`src/rtl/irq_chain_pkg.sv`:
```
package irq_chain_pkg;
  localparam int unsigned DEF_SLICES = 4;
  localparam int unsigned DEF_VEC_W  = 8;
  localparam logic [DEF_SLICES*DEF_VEC_W-1:0] DEF_TABLE = {8'h47, 8'h35, 8'h2C, 8'h13};
endpackage

```
`src/rtl/irq_ack_edge.sv`:
```
module irq_ack_edge (
  input  logic clk_i,
  input  logic rst_ni,
  input  logic ack_i,
  output logic start_o
);
  logic ack_q;
  always_ff @(posedge clk_i or negedge rst_ni) begin
    if (!rst_ni) ack_q <= 1'b0;
    else         ack_q <= ack_i;
  end
  assign start_o = ack_i & ~ack_q;
endmodule

```
`src/rtl/irq_slice.sv`:
```
module irq_slice (
  input  logic clk_i,
  input  logic rst_ni,
  input  logic req_i,
  input  logic en_i,
  output logic en_o,
  output logic grant_o,
  output logic pend_o
);
  logic pend_q;
  assign grant_o = en_i & pend_q;
  assign en_o    = en_i & ~pend_q;
  assign pend_o  = pend_q;
  // a fresh pulse wins over the clear, so it is kept for the next grant
  always_ff @(posedge clk_i or negedge rst_ni) begin
    if (!rst_ni)      pend_q <= 1'b0;
    else if (req_i)   pend_q <= 1'b1;
    else if (grant_o) pend_q <= 1'b0;
  end
endmodule

```
`src/rtl/irq_vec_drive.sv`:
```
module irq_vec_drive #(
  parameter int unsigned NUM_SLICES = 4,
  parameter int unsigned VEC_W      = 8,
  parameter logic [NUM_SLICES*VEC_W-1:0] VEC_TABLE = '0
) (
  input  logic                  clk_i,
  input  logic                  rst_ni,
  input  logic [NUM_SLICES-1:0] grant_i,
  output logic [VEC_W-1:0]      vec_o,
  output logic                  valid_o
);
  logic [VEC_W-1:0] bus_d;
  always_comb begin
    bus_d = '0;
    for (int k = 0; k < int'(NUM_SLICES); k++)
      if (grant_i[k]) bus_d = bus_d | VEC_TABLE[k*VEC_W +: VEC_W];
  end
  always_ff @(posedge clk_i or negedge rst_ni) begin
    if (!rst_ni) begin
      vec_o   <= '0;
      valid_o <= 1'b0;
    end else begin
      vec_o   <= bus_d;
      valid_o <= |grant_i;
    end
  end
endmodule

```
`src/rtl/irq_daisy_chain.sv`:
```
module irq_daisy_chain
  import irq_chain_pkg::*;
#(
  parameter int unsigned NUM_SLICES = DEF_SLICES,
  parameter int unsigned VEC_W      = DEF_VEC_W,
  parameter logic [NUM_SLICES*VEC_W-1:0] VEC_TABLE = DEF_TABLE
) (
  input  logic                  clk_i,
  input  logic                  rst_ni,
  input  logic [NUM_SLICES-1:0] req_i,
  input  logic                  ack_i,
  output logic                  irq_o,
  output logic [VEC_W-1:0]      vec_o,
  output logic                  vec_valid_o
);
  logic                  ack_start;
  logic [NUM_SLICES:0]   en_chain;
  logic [NUM_SLICES-1:0] grant;
  logic [NUM_SLICES-1:0] pend;

  irq_ack_edge u_edge (
    .clk_i  (clk_i),
    .rst_ni (rst_ni),
    .ack_i  (ack_i),
    .start_o(ack_start)
  );

  assign en_chain[0] = ack_start;

  for (genvar k = 0; k < NUM_SLICES; k++) begin : g_slice
    irq_slice u_slice (
      .clk_i  (clk_i),
      .rst_ni (rst_ni),
      .req_i  (req_i[k]),
      .en_i   (en_chain[k]),
      .en_o   (en_chain[k+1]),
      .grant_o(grant[k]),
      .pend_o (pend[k])
    );
  end

  assign irq_o = |pend;

  irq_vec_drive #(
    .NUM_SLICES(NUM_SLICES),
    .VEC_W     (VEC_W),
    .VEC_TABLE (VEC_TABLE)
  ) u_vec (
    .clk_i  (clk_i),
    .rst_ni (rst_ni),
    .grant_i(grant),
    .vec_o  (vec_o),
    .valid_o(vec_valid_o)
  );
endmodule

```
`config.mk`:
```
export PLATFORM = sky130hd
export DESIGN_NAME = irq_daisy_chain
export DESIGN_NICKNAME = d
export VERILOG_FILES = /design/src/rtl/irq_chain_pkg.sv /design/src/rtl/irq_ack_edge.sv /design/src/rtl/irq_slice.sv /design/src/rtl/irq_vec_drive.sv /design/src/rtl/irq_daisy_chain.sv
export SDC_FILE = /design/constraint.sdc
export NUM_CORES = 1
export LEC_CHECK = 0
export BUFFER_PORTS_ARGS = -buffer_cell sky130_fd_sc_hd__buf_2
export CAP_MARGIN = 0
export CORE_MARGIN = 5
export CORE_UTILIZATION = 30
export DETAILED_ROUTE_END_ITERATION = 16
export GPL_TIMING_DRIVEN = 0
export SLEW_MARGIN = 20
export SYNTH_ARGS = -nofsm -noshare
export SYNTH_HDL_FRONTEND = slang
export SYNTH_SLANG_ARGS = --single-unit
```
`constraint.sdc`:
```
create_clock -name clk_i -period 1.3 [get_ports clk_i]
set_input_delay 0 -clock clk_i [delete_from_list [all_inputs] [get_ports clk_i]]
set_output_delay 0 -clock clk_i [all_outputs]
set_load 0.01 [all_outputs]
```
# Word level (Yosys, flattened, before mapping)
# Cells that the tools add are included.
[classes]
n_mux = 12
bitwise_logic = 12
reduce_logical = 6
[ops]
columns = ["op", "n"]
rows = [
  ["two-way mux 6 bit", 2],
  ["AND 1 bit", 8],
  ["two-way mux 1 bit", 8],
  ["nonzero test 2 bit", 4],
  ["OR reduction 4 bit", 2],
  ["two-way mux 7 bit", 1],
  ["two-way mux 5 bit", 1],
  ["inverter 1 bit", 4],
]
[totals]
ff_bits = 14
input_bits = 7
out_inout_bits = 10
word_cells = 37

# Logic depth before layout (Yosys ltp)
[depth]
depth_word = 8
ltp_mapped = 3
mapped_depth_nobuf = 2

# Hierarchy
# Synthesis repeated with hierarchy kept, for this count alone.
[unflattened]
hier_cells = 39
hier_area_um2 = 486.7
[modules_own_cells]
columns = ["module", "n_inst", "cells_per_inst", "area_each_um2", "seq_area_each_um2"]
rows = [
  ["irq_vec_drive", 1, 16, 250.2, 200.2],
  ["irq_slice", 4, 5, 47.5, 25.0],
  ["irq_ack_edge", 1, 2, 38.8, 25.0],
  ["irq_daisy_chain", 1, 1, 7.5, 0.0],
]

# Least setup slack after synthesis
# Ideal clock, no wire load.
[synth_timing]
path_kind = "register to register"
start = "reg g_slice[1].u_slice.pend_q"
end = "reg u_vec.valid_o"
setup_ns = 0.126
arrival_ns = 1.110
t_required_ns = 1.174
slack_ns = 0.065
path_stages_with_launch = 4
path_buffers = 1
synth_period_minus_slack_ns = 1.235
path_cell_list = "dfrtp_1 buf_6 or4_4 nor2b_4"
[synth_between]
elab_chain_len = 5
word_cells_on_any_way = 7
classes_between = "bitwise: 6; reduce/logical: 1"
[synth_lines]
columns = ["element", "line", "text"]
rows = [
  ["start: declaration", "irq_slice.sv:10", "logic pend_q;"],
  ["start signal: assignment", "irq_slice.sv:16", "if (!rst_ni) pend_q <= 1'b0;"],
  ["start signal: assignment", "irq_slice.sv:17", "else if (req_i) pend_q <= 1'b1;"],
  ["start signal: assignment", "irq_slice.sv:18", "else if (grant_o) pend_q <= 1'b0;"],
  ["inverter 1 bit", "irq_slice.sv:12", "assign en_o = en_i & ~pend_q;"],
  ["AND 1 bit (2 in a row)", "irq_slice.sv:12", ""],
  ["AND 1 bit", "irq_slice.sv:11", "assign grant_o = en_i & pend_q;"],
  ["OR reduction 4 bit *", "irq_vec_drive.sv:24", "valid_o <= |grant_i;"],
  ["end signal: assignment", "irq_vec_drive.sv:24", ""],
  ["end: declaration", "irq_vec_drive.sv:10", "output logic valid_o"],
]
# Mark *: on every way between the ends. The rest lies on a longest branch, timed or not.
# A chain may end at the register's enable or synchronous reset.

# Worst setup path after layout
[layout_timing]
start = "reg g_slice[3].u_slice.pend_q"
end = "out irq_o"
[layout_between]
elab_chain_len = 1
[layout_lines]
columns = ["element", "line", "text"]
rows = [
  ["start: declaration", "irq_slice.sv:10", ""],
  ["start signal: assignment", "irq_slice.sv:16", ""],
  ["start signal: assignment", "irq_slice.sv:17", ""],
  ["start signal: assignment", "irq_slice.sv:18", ""],
  ["OR reduction 4 bit", "irq_daisy_chain.sv:42", "assign irq_o = |pend;"],
  ["end: declaration", "irq_daisy_chain.sv:12", "output logic irq_o,"],
]
# Every way passes these cells.

==> summary.txt <==
Setup path
  • Cell Chain, Critical Path: or4_4 > buf_6
  • Worst Path Arrival: 1.34 ns
  • Critical path class: reg -> out
  • Buf/Inv on CP: 1
  • CP max stage delay: 0.54 ns
  • Setup crit end kind: output pin
  • Worst Setup Start Kind: flip-flop
  • Critical path peak fanout: 2
  • Worst path slowest cell: or4_4
  • Family with the most delay on the worst path: simple AND/OR/NAND/NOR gates
  • Worst endpoint required time: between 1 and 1.5 ns

Die
  • Die width: 51.1 um
  • Die height: between 50 and 60 um
  • Initial Util: 0.324
  • Core Region: 0.00156 sq mm
  • Row cnt: 14
  • Die ar.: 0.00261 sq mm
  • I/O pin total: 17

Routing
  • Final wirelength: 901 um
  • 1st-iter DRT viols: 1
  • Average wire per standard cell: 10.9 um
  • 1st-pass router iterations: 2
  • Vias per inst: 4.59
  • Antenna-violating nets left: 0
  • Vias: 381
  • Drt drc: 0

Timing
  • Final min period: 1.34 ns
  • Worst Clk Skew: 0.00159 ns
  • Max-slew violations: 0
  • Unrepaired setup endpoints after global routing: yes
  • Final hold vios: 0
  • Hold slack final: 0.138 ns
  • Final Cycle Share: 1.03
  • Final setup fails: 1
  • Setup WS post-layout: -0.0357 ns
  • Max Clock Freq: about 0.75 GHz

Layout
  • Post-route cell area: 708 sq um
  • # nets final: between 70 and 80
  • Final Util: 0.454
  • Layout area overhead: 40.1%
  • Final std cells w/o fill: 83
  • Layout cells sized above 1: 0.433
  • Ant diodes: 0

Clock tree
  • Clock Latency Late Sink: between 0.2 and 0.3 ns
  • CTS tree: done
  • Clk sinks: 13
  • H-tree levels: 1
  • CTS max path bufs: 2
  • Clock-pin slew of the registers on the worst-case setup and hold paths: about 0.070 ns
  • TritonCTS Buffers: 3
  • Clock root buffer: clkbuf_4

Logic synthesis
  • Largest cells by area after synthesis: dfrtp_1, a21oi_1, nor3_1, o21bai_1, nor2b_4
  • Unique masters post-synth: 17
  • Commonest cells in the netlist: dfrtp_1, a21oi_1, nor2_1, nor3_1
  • Synth Flop Type: dfrtp_1
  • Ys async rst share: 1.00
  • Top-count cell post-synth: dfrtp_1
  • Syn. warnings: 0
  • Most area-hungry cell type in the Yosys netlist: dfrtp_1
  • Register area share after synthesis: 0.644
  • Syn avg cell area: between 10 and 15 sq um
  • Yosys top cell area share: 0.644
  • Cell Area, Synth: 505 sq um
  • Gate Count Post-Synth: 40
  • Post-synth EDFFs: 0
  • Mapped Nets: 47
  • #FFs+latches synth: 13

GRT
  • Total grt overflow: 0
  • Largest net degree at the start of global routing: 14
  • Vias in the first global route: 397
  • First-pass GRT wire length: 1.64 mm
  • GRT Total Usage: 0.0847
  • Initial antenna violation count: 0

Outcome
  • Outcome: complete, but fails checks
  • Failing checks: negative setup slack

Pwr
  • Maximum VDD drop: 0.431 mV
  • Power density cells: about 1000 mW/mm^2
  • Leak: 0.000356 uW

Hold path
  • HP Class: in -> async

Place
  • RD Place Congestion: 0.699
  • Place WS: ~0.074 ns
  • Cells after DPL: between 70 and 80
  • Post-DP Area: 601 sq um
  • Buffers on Ports: 15
  • DP HPWL: 653 um

Run
  • Max-Cap Viols: 0
-- layout by cell type (no fill, tap or decap) --
cell type,Yosys,final
dfrtp_1,13,10
o21a_1,1,1
a21o_1,1,1
nor3b_2,1,1
or4_4,1,1
o21bai_1,2,2
clkbuf_1,0,1
nor2b_4,1,1
buf_6,1,1
nor3_1,3,3
dlygate4sd3_1,0,6
o31a_2,1,1
clkbuf_4,0,3
inv_1,2,2
conb_1,1,1
or3b_1,1,1
a21oi_1,5,5
buf_2,0,14
dfrtp_2,0,3
nand2b_1,2,2
buf_4,1,4
nor2_1,3,3
-- power by group --
part           internal (uW)  switching [uW]  leakage (uW)
Clock                    119             117     0.0000150
Combinational           40.6            38.0      0.000187
Sequential               419            4.73      0.000154
Total                    578             159      0.000356
-- flip-flops by register name, indices dropped and copies added, names as in the netlist --
register / cells
u_edge.ack_q: 1
u_vec.valid_o: 1
u_vec.vec_o: 7
g_slice.u_slice.pend_o: 4
-- metal layers --
layer | GRT usage | share of wire | routed length, um
met5 | 0 | 0 | 0
met4 | 0.0673 | 0.017 | 15
met3 | 0.0203 | 0.058 | 52
met2 | 0.133 | 0.50 | 452
met1 | 0.0984 | 0.42 | 380
-- layout make-up --
cell class,instances,area (sq um)
multi-input cells,23,154
plain buffers,1,7.51
flip-flops and latches,13,329
clock buffers,4,26.3
inverters,2,7.51
fillers,153,851
well taps,16,20.0
repair buffers,24,164
-- metrics by stage --
step	TNS [ns]	total power (uW)
after floorplan	0	464
after global placement	0	494
after detailed placement	0	495
after CTS	-0.0494	753
after global routing	-0.0668	777
final	-0.0357	737
-- path summary, 6_finish.rpt --
path,startpoint,cells past startpoint,to,slack (ns)
max,g_slice[3].u_slice.pend_o,2,irq_o,-0.04
min,rst_ni,2,u_vec.valid_o,0.14
max reg2reg,g_slice[1].u_slice.pend_o,3,u_vec.vec_o[1],0.10
min reg2reg,u_edge.ack_q,2,u_vec.vec_o[5],0.56
max in group asynchronous,rst_ni,2,g_slice[1].u_slice.pend_o,0.92
min in group clk_i,ack_i,2,u_edge.ack_q,0.40
-- logic make-up (layout without fill, tap and decap cells) --
family,Yosys count,after routing,synth area share
flops,13,13,0.644
other cells,1,1,0.00742
compound gates,10,10,0.129
buf+inv,4,31,0.0520
simple gates,12,12,0.168
-- timing repair --
| action | 4_1_cts | 5_1_grt |
|---|---|---|
| resized for setup | 3 | 1 |
| buffers inserted | 3 | 0 |
| hold buffers | 6 | 0 |
| setup endpoints to repair | 1 | 1 |
| endpoints found under the hold margin | 18 | 0 |
Note: power is estimated with default switching activity, not from simulation.
